===== config.mk =====
export PLATFORM = sky130hd
export DESIGN_NAME = dma_page_splitter
export DESIGN_NICKNAME = d
export VERILOG_FILES = /design/src/rtl/dps_pkg.sv /design/src/rtl/dps_req_check.sv /design/src/rtl/dps_chunk_calc.sv /design/src/rtl/dps_seq.sv /design/src/rtl/dma_page_splitter.sv
export SDC_FILE = /design/constraint.sdc
export NUM_CORES = 1
export LEC_CHECK = 0
export CAP_MARGIN = 25
export CORE_MARGIN = 1.5
export CORE_UTILIZATION = 53
export CTS_CLUSTER_SIZE = 24
export DETAILED_ROUTE_END_ITERATION = 12
export PLACE_DENSITY = 0.82
export SYNTH_ARGS = -nofsm -noshare
export SYNTH_HDL_FRONTEND = slang
export SYNTH_HIERARCHICAL = 1
export SYNTH_SLANG_ARGS = --single-unit

===== constraint.sdc =====
create_clock -name clk -period 7.2 [get_ports clk]
set_input_delay 1.44 -clock clk [delete_from_list [all_inputs] [get_ports clk]]
set_output_delay 1.44 -clock clk [all_outputs]
set_load 0.01 [all_outputs]

===== src/rtl/dps_pkg.sv =====
// Package: shared descriptor command codes for the page splitter.
// Assumes a 3-bit command field; bit 1 selects the IN family, bit 0 marks LAST.
package dps_pkg;
    typedef enum logic [2:0] {
        DC_OUT_MORE = 3'd0,
        DC_OUT_LAST = 3'd1,
        DC_IN_MORE  = 3'd2,
        DC_IN_LAST  = 3'd3,
        DC_STOP     = 3'd7
    } desc_cmd_e;
endpackage


===== src/rtl/dps_req_check.sv =====
// Module: legality check for a request length.
// Flags a request whose whole-page count is larger than MAX_PAGES.
// Assumes PAGE_BYTES is a power of two.
module dps_req_check #(
    parameter int LEN_W      = 18,
    parameter int PAGE_BYTES = 4096,
    parameter int MAX_PAGES  = 32
) (
    input  logic [LEN_W-1:0] req_len,
    output logic             illegal
);
    localparam int OFS_W = $clog2(PAGE_BYTES);

    // Compare the integer page count against the limit.
    always_comb begin
        illegal = (req_len >> OFS_W) > LEN_W'(MAX_PAGES);
    end
endmodule


===== src/rtl/dps_chunk_calc.sv =====
// Module: works out the next data descriptor from the running position.
// The chunk runs to the page end, or covers all that remains if that is less.
// Assumes PAGE_BYTES is a power of two and LEN_W is at least OFS_W+1.
module dps_chunk_calc import dps_pkg::*; #(
    parameter int LEN_W      = 18,
    parameter int PAGE_BYTES = 4096,
    localparam int OFS_W     = $clog2(PAGE_BYTES),
    localparam int CNT_W     = OFS_W + 1
) (
    input  logic [OFS_W-1:0] page_ofs,
    input  logic [LEN_W-1:0] remain,
    input  logic             dir_in,
    output desc_cmd_e        cmd,
    output logic [CNT_W-1:0] count,
    output logic             is_last
);
    logic [CNT_W-1:0] room;

    // Bytes left before the next page boundary, and the chunk size.
    always_comb begin
        room    = CNT_W'(PAGE_BYTES) - CNT_W'(page_ofs);
        is_last = remain <= LEN_W'(room);
        count   = is_last ? remain[CNT_W-1:0] : room;
    end

    // Pick the command code from direction and position in the chain.
    always_comb begin
        unique case ({dir_in, is_last})
            2'b00:   cmd = DC_OUT_MORE;
            2'b01:   cmd = DC_OUT_LAST;
            2'b10:   cmd = DC_IN_MORE;
            default: cmd = DC_IN_LAST;
        endcase
    end
endmodule


===== src/rtl/dps_seq.sv =====
// Module: chain sequencer. Takes a request, walks through the data chunks
// one handshake at a time, then offers the stop descriptor and pulses done.
// Assumes the chunk calculator is combinational on the current position.
module dps_seq import dps_pkg::*; #(
    parameter int ADDR_W     = 32,
    parameter int LEN_W      = 18,
    parameter int PAGE_BYTES = 4096,
    localparam int OFS_W     = $clog2(PAGE_BYTES),
    localparam int CNT_W     = OFS_W + 1
) (
    input  logic              clk,
    input  logic              rst_n,
    input  logic              start_valid,
    output logic              start_ready,
    input  logic [ADDR_W-1:0] req_addr,
    input  logic [LEN_W-1:0]  req_len,
    input  logic              req_dir_in,
    input  logic              req_illegal,
    output logic [OFS_W-1:0]  cur_ofs,
    output logic [LEN_W-1:0]  cur_remain,
    output logic              cur_dir_in,
    input  desc_cmd_e         chunk_cmd,
    input  logic [CNT_W-1:0]  chunk_count,
    input  logic              chunk_last,
    output logic              desc_valid,
    input  logic              desc_ready,
    output desc_cmd_e         desc_cmd,
    output logic [CNT_W-1:0]  desc_count,
    output logic [ADDR_W-1:0] desc_addr,
    output logic              done,
    output logic              err
);
    typedef enum logic [1:0] {S_IDLE, S_DATA, S_STOP} seq_state_e;

    seq_state_e        state_q;
    logic [ADDR_W-1:0] addr_q;
    logic [LEN_W-1:0]  remain_q;
    logic              dir_q;
    logic              done_q;
    logic              err_q;

    // State, position and the one-cycle done/error pulses.
    always_ff @(posedge clk) begin
        if (!rst_n) begin
            state_q  <= S_IDLE;
            addr_q   <= '0;
            remain_q <= '0;
            dir_q    <= 1'b0;
            done_q   <= 1'b0;
            err_q    <= 1'b0;
        end else begin
            done_q <= 1'b0;
            err_q  <= 1'b0;
            unique case (state_q)
                S_IDLE: begin
                    if (start_valid) begin
                        if (req_illegal) begin
                            err_q <= 1'b1;
                        end else begin
                            addr_q   <= req_addr;
                            remain_q <= req_len;
                            dir_q    <= req_dir_in;
                            state_q  <= S_DATA;
                        end
                    end
                end
                S_DATA: begin
                    if (desc_ready) begin
                        addr_q   <= addr_q + ADDR_W'(chunk_count);
                        remain_q <= remain_q - LEN_W'(chunk_count);
                        if (chunk_last) state_q <= S_STOP;
                    end
                end
                default: begin
                    if (desc_ready) begin
                        state_q <= S_IDLE;
                        done_q  <= 1'b1;
                    end
                end
            endcase
        end
    end

    // Descriptor port: data chunk in S_DATA, zeroed stop entry in S_STOP.
    always_comb begin
        start_ready = (state_q == S_IDLE);
        desc_valid  = (state_q != S_IDLE);
        desc_cmd    = (state_q == S_STOP) ? DC_STOP : chunk_cmd;
        desc_count  = (state_q == S_STOP) ? '0 : chunk_count;
        desc_addr   = (state_q == S_STOP) ? '0 : addr_q;
        cur_ofs     = addr_q[OFS_W-1:0];
        cur_remain  = remain_q;
        cur_dir_in  = dir_q;
        done        = done_q;
        err         = err_q;
    end

    AST_NO_PAGE_CROSS: assert property (@(posedge clk) disable iff (!rst_n)
        (desc_valid && desc_cmd != DC_STOP) |->
        (int'(desc_addr[OFS_W-1:0]) + int'(desc_count) <= PAGE_BYTES));

    AST_MORE_ENDS_ON_PAGE: assert property (@(posedge clk) disable iff (!rst_n)
        (desc_valid && (desc_cmd == DC_OUT_MORE || desc_cmd == DC_IN_MORE)) |->
        (OFS_W'(desc_addr[OFS_W-1:0] + desc_count[OFS_W-1:0]) == '0));

    AST_DIR_FAMILY: assert property (@(posedge clk) disable iff (!rst_n)
        (desc_valid && desc_cmd != DC_STOP) |-> (desc_cmd[1] == dir_q));

    AST_STOP_AFTER_LAST: assert property (@(posedge clk) disable iff (!rst_n)
        (desc_valid && desc_ready && (desc_cmd == DC_OUT_LAST || desc_cmd == DC_IN_LAST))
        |=> (desc_valid && desc_cmd == DC_STOP));

    AST_DONE_AFTER_STOP: assert property (@(posedge clk) disable iff (!rst_n)
        (desc_valid && desc_ready && desc_cmd == DC_STOP) |=> (done && !desc_valid));

    AST_ERR_QUIET: assert property (@(posedge clk) disable iff (!rst_n)
        err |-> (!desc_valid && !done && start_ready));

    AST_HOLD_WHEN_STALLED: assert property (@(posedge clk) disable iff (!rst_n)
        (desc_valid && !desc_ready) |=>
        (desc_valid && $stable(desc_cmd) && $stable(desc_count) && $stable(desc_addr)));
endmodule


===== src/rtl/dma_page_splitter.sv =====
// Module: top of the page-splitting DMA descriptor generator.
// Wires the legality check, the chunk calculator and the sequencer.
// Assumes PAGE_BYTES is a power of two and identity address translation.
module dma_page_splitter import dps_pkg::*; #(
    parameter int ADDR_W     = 32,
    parameter int LEN_W      = 18,
    parameter int PAGE_BYTES = 4096,
    parameter int MAX_PAGES  = 32
) (
    input  logic                       clk,
    input  logic                       rst_n,
    input  logic                       start_valid,
    output logic                       start_ready,
    input  logic [ADDR_W-1:0]          req_addr,
    input  logic [LEN_W-1:0]           req_len,
    input  logic                       req_dir_in,
    output logic                       desc_valid,
    input  logic                       desc_ready,
    output logic [2:0]                 desc_cmd,
    output logic [$clog2(PAGE_BYTES):0] desc_count,
    output logic [ADDR_W-1:0]          desc_addr,
    output logic                       done,
    output logic                       err
);
    localparam int OFS_W = $clog2(PAGE_BYTES);
    localparam int CNT_W = OFS_W + 1;

    logic             illegal;
    logic [OFS_W-1:0] cur_ofs;
    logic [LEN_W-1:0] cur_remain;
    logic             cur_dir_in;
    desc_cmd_e        chunk_cmd;
    logic [CNT_W-1:0] chunk_count;
    logic             chunk_last;
    desc_cmd_e        seq_cmd;

    dps_req_check #(.LEN_W(LEN_W), .PAGE_BYTES(PAGE_BYTES), .MAX_PAGES(MAX_PAGES)) u_check (
        .req_len (req_len),
        .illegal (illegal)
    );

    dps_chunk_calc #(.LEN_W(LEN_W), .PAGE_BYTES(PAGE_BYTES)) u_chunk (
        .page_ofs (cur_ofs),
        .remain   (cur_remain),
        .dir_in   (cur_dir_in),
        .cmd      (chunk_cmd),
        .count    (chunk_count),
        .is_last  (chunk_last)
    );

    dps_seq #(.ADDR_W(ADDR_W), .LEN_W(LEN_W), .PAGE_BYTES(PAGE_BYTES)) u_seq (
        .clk         (clk),
        .rst_n       (rst_n),
        .start_valid (start_valid),
        .start_ready (start_ready),
        .req_addr    (req_addr),
        .req_len     (req_len),
        .req_dir_in  (req_dir_in),
        .req_illegal (illegal),
        .cur_ofs     (cur_ofs),
        .cur_remain  (cur_remain),
        .cur_dir_in  (cur_dir_in),
        .chunk_cmd   (chunk_cmd),
        .chunk_count (chunk_count),
        .chunk_last  (chunk_last),
        .desc_valid  (desc_valid),
        .desc_ready  (desc_ready),
        .desc_cmd    (seq_cmd),
        .desc_count  (desc_count),
        .desc_addr   (desc_addr),
        .done        (done),
        .err         (err)
    );

    // Present the command as a plain 3-bit code at the boundary.
    always_comb desc_cmd = seq_cmd;
endmodule


==> out/qor.yml <==
route:
  drt-initial-drc-count: 490
  via_count: 5974
  number_of_vias_per_cell_after_detailed_routing: 6.38
  detail_route.wirelength_mm: 16.9
  detail_route.wl_per_cell_microns: 18.0
  drt_first_pass_iters: 6
  final_antenna_net_count: 0
  drc: 0
synthesis:
  ys_dominant_reg_cell: "sky130_fd_sc_hd__dfxtp_1"
  post_synth_inst_count: 731
  synthesized_area_per_cell_sq_um: 7.45
  number_of_enable_flip_flop_cells_after_synthesis: 0
  syn_nets: 828
  yosys_register_bits: 55
  post_synth_instance_area_sq_um: 5440
  async_flop_share: 0
  synth.yosys.warnings: 6
  synth.yosys.seq_area_share: 0.202
  synth.distinct_cells: 79
global_route:
  initial_antenna_violation_count: 0
  grt_first_pass_wirelength_mm: 27.5
  first_global_vias: 5673
  grt_start_max_net_pins: 56
  grt_remaining_overflow: 0
  grt_util_all_layers: 0.305
placement:
  placement.io_buffers: 106
  dp_hpwl_mm: 12.0
  place.gp.congestion: 0.892
  placed_cells_incl_taps: 927
  instance_area_after_placement_sq_um: 6480
critical_path:
  total_buffers_and_inverters_traversed_by_the_critical_path: 2
  cp-start-kind: "register"
  critical_path.cell_chain: "or4_4 -> or4_4 -> xnor2_2 -> ha_1 -> nand4_1 -> or2_2 -> o31ai_1 -> a31oi_2 -> buf_6 -> mux2i_1 -> and2_1 -> clkdlybuf4s50_1"
  regToRegStartpoint: "u_seq/addr_q[0]$_SDFFE_PN0P_"
  critPathSlowestCell: "sky130_fd_sc_hd__or4_4"
  critPathArrivalTime_ns: 4.39
  required_ns: 5.76
  reg2reg_to: "u_seq/addr_q[12]$_SDFFE_PN0P_"
  worst-setup-path-type: "reg2out"
  reg2reg_setup_slack_ns: 1.58
  critical-path-max-stage-delay_ns: 0.61
  worst-r2r-cell-count: 18
  critical_path.most_common_cell: "sky130_fd_sc_hd__or4_4"
  crit_path_start: "u_seq/addr_q[0]$_SDFFE_PN0P_"
  end_kind: "output port"
  critical-path-top-delay-family: "simple AND/OR/NAND/NOR gates"
  top_fanout_value_on_the_critical_path: 14
timing:
  fin_worst_hold_slack_ns: 0.504
  finalWorstPathRequiredPeriod_ns: 5.83
  period_share: 0.810
  slew_headroom: 0.498
  tightestPinTransition_ns: 0.751
  rsz_0062_raised_after_global_routing: "false"
  finalHoldViolations: 0
  accumulated_negative_setup_slack_ns: 0
  setup_viol: 0
  clock_skew_ns: 0.0110
  achievable-frequency_ghz: 0.171
  final-max-slew-violation-count: 0
final_layout:
  area_growth_pct: 20.8
  antenna_cells_inserted: 0
  layout.cells.most_common: "sky130_fd_sc_hd__clkdlybuf4s50_1"
  final_cells: 936
  fillers: 821
  mostFrequentLayoutCells: "106 x sky130_fd_sc_hd__clkdlybuf4s50_1, 80 x sky130_fd_sc_hd__nand2_1, 55 x sky130_fd_sc_hd__dfxtp_1, 52 x sky130_fd_sc_hd__nor2_1, 49 x sky130_fd_sc_hd__and2_1"
  layout-drive-gt1-share: 0.0535
  fin_nets: 899
  design_area_sq_um: 6570
power_and_ir_drop:
  p_per_area_nw_per_um2: 420
  power.static_leakage_nw: 2.57
  vdd_drop_max_v: 0.000211
hold_path:
  timing.hold.worst_endpoint: "u_seq/cur_dir_in$_SDFFE_PN0P_"
  worst_hold_path_type: "reg2reg"
  min_from: "u_seq/cur_dir_in$_SDFFE_PN0P_"
  hold-path-cell-count: 2
cts:
  tritoncts: "yes"
  cts.repair_timing.setup_buffer_count: 0
  clock_tree.htree_level_count: 2
  hold_fix_buffer_count_after_cts: 0
  cts-buffers-inserted: 5
  clk_root_buffer_cell: "sky130_fd_sc_hd__clkbuf_8"
  worst_setup_hold_path_clk_slew_ns: 0.11
  post_cts.resized_instances: 0
  cts_sinks: 55
  clkLatencyLatePin_ns: 0.32
  max-clock-path-buffers: 2
die:
  die_w_microns: 104
  fp_rows: 36
  fp.dieH_microns: 104
  number_of_top_level_pins: 107
  floorplan.core_area_sq_um: 9860
  initial_utilization: 0.552
  die_area_sq_um: 10900
run:
  cap_viol_max_count: 0
status:
  status: "completed"
## metrics by stage
stage	utilization	worst slack [ns]	power [mW]
after floorplan	-	2.13	1.92
after global placement	0.657	1.49	2.44
after detailed placement	0.657	1.22	2.50
after CTS	0.665	0.980	2.70
after global routing	0.666	1.17	2.96
final	0.666	1.37	2.76
## worst reg2reg max path, cell delays in order, from the launching register on
cell	delay (ns)
sky130_fd_sc_hd__dfxtp_1	0.39
sky130_fd_sc_hd__or4_4	0.61
sky130_fd_sc_hd__or4_4	0.45
sky130_fd_sc_hd__xnor2_2	0.15
sky130_fd_sc_hd__ha_1	0.30
sky130_fd_sc_hd__nand4_1	0.13
sky130_fd_sc_hd__or2_2	0.32
sky130_fd_sc_hd__o31ai_1	0.30
sky130_fd_sc_hd__a31oi_2	0.09
sky130_fd_sc_hd__buf_6	0.20
sky130_fd_sc_hd__mux2i_1	0.17
sky130_fd_sc_hd__ha_1	0.26
sky130_fd_sc_hd__fa_1	0.43
sky130_fd_sc_hd__a211oi_1	0.34
sky130_fd_sc_hd__o21ai_0	0.19
sky130_fd_sc_hd__and2_1	0.22
sky130_fd_sc_hd__o311ai_0	0.37
sky130_fd_sc_hd__mux2_2	0.39
sky130_fd_sc_hd__a211oi_1	0.23
## power breakdown
group	internal, mW	total (mW)	switching, mW	leakage, nW
Sequential	0.360	0.452	0.0917	0.452
Combinational	0.935	2.13	1.19	2.08
Clock	0.0685	0.180	0.111	0.0412
Total	1.36	2.76	1.40	2.57
## routing by layer
metal | share of wire | vias to the layer above | track usage
li1 | - | 2803 | -
met1 | 0.43 | 2836 | 0.401
met5 | 0 | - | 0
met2 | 0.47 | 294 | 0.518
met4 | 0.020 | 0 | 0.0903
met3 | 0.082 | 41 | 0.0407
## logic make-up (layout without fill, tap and decap cells)
kind of cell / after synthesis / in the layout / synth area share
other: 1 / 1 / 0.000689
DFF: 55 / 55 / 0.202
muxes: 17 / 17 / 0.0317
adders and majority gates: 42 / 42 / 0.0993
xor gates and xnor gates: 22 / 22 / 0.0368
AOI/OAI and AO/OA: 195 / 195 / 0.250
and+or+nand+nor: 311 / 311 / 0.306
buffers and inverters: 88 / 160 / 0.0736
## worst max-delay path by stage
stage,end,slack (ns),cells after the start
floorplan,u_seq/addr_q[12]$_SDFFE_PN0P_,2.13,18
global placement,u_seq/addr_q[12]$_SDFFE_PN0P_,1.49,17
detailed placement,u_seq/addr_q[12]$_SDFFE_PN0P_,1.22,17
CTS,desc_count[4],0.98,11
global route,desc_count[4],1.17,15
finish,desc_count[3],1.37,12
## synth_stat cells, drive strengths merged, types with 11 or more instances
library cell / number / area, sq um
nand2b: 11 / 68.8
o21ai: 35 / 179
xnor2: 14 / 130
nand4: 16 / 106
clkbuf: 26 / 97.6
nor3: 19 / 100
buf: 24 / 160
inv: 38 / 143
nor2: 53 / 206
and2: 50 / 315
nand2: 80 / 300
o211ai: 13 / 97.6
mux2i: 15 / 150
dfxtp: 55 / 1100
a211oi: 17 / 128
or4: 14 / 120
a21oi: 42 / 218
nand3: 29 / 150
ha: 40 / 500
## sequential cells by signal (all words and copies together) (netlist names)
name and flops:
u_seq/addr_q 32, u_seq/cur_remain 18, u_seq/state_q 2, u_seq/cur_dir_in 1
u_seq/done 1, u_seq/err 1
## final cells by class
class | instances | area, sq um | share of cell area
Clock inverter | 2 | 12.5 | 0.00190
Clock buffer | 6 | 72.6 | 0.0110
Tap cell | 133 | 166 | 0.0253
Timing Repair Buffer | 114 | 1120 | 0.171
Sequential cell | 55 | 1100 | 0.167
Inverter | 38 | 143 | 0.0217
Multi-Input combinational cell | 588 | 3950 | 0.601
Note: power is estimated with default switching activity, not from simulation.
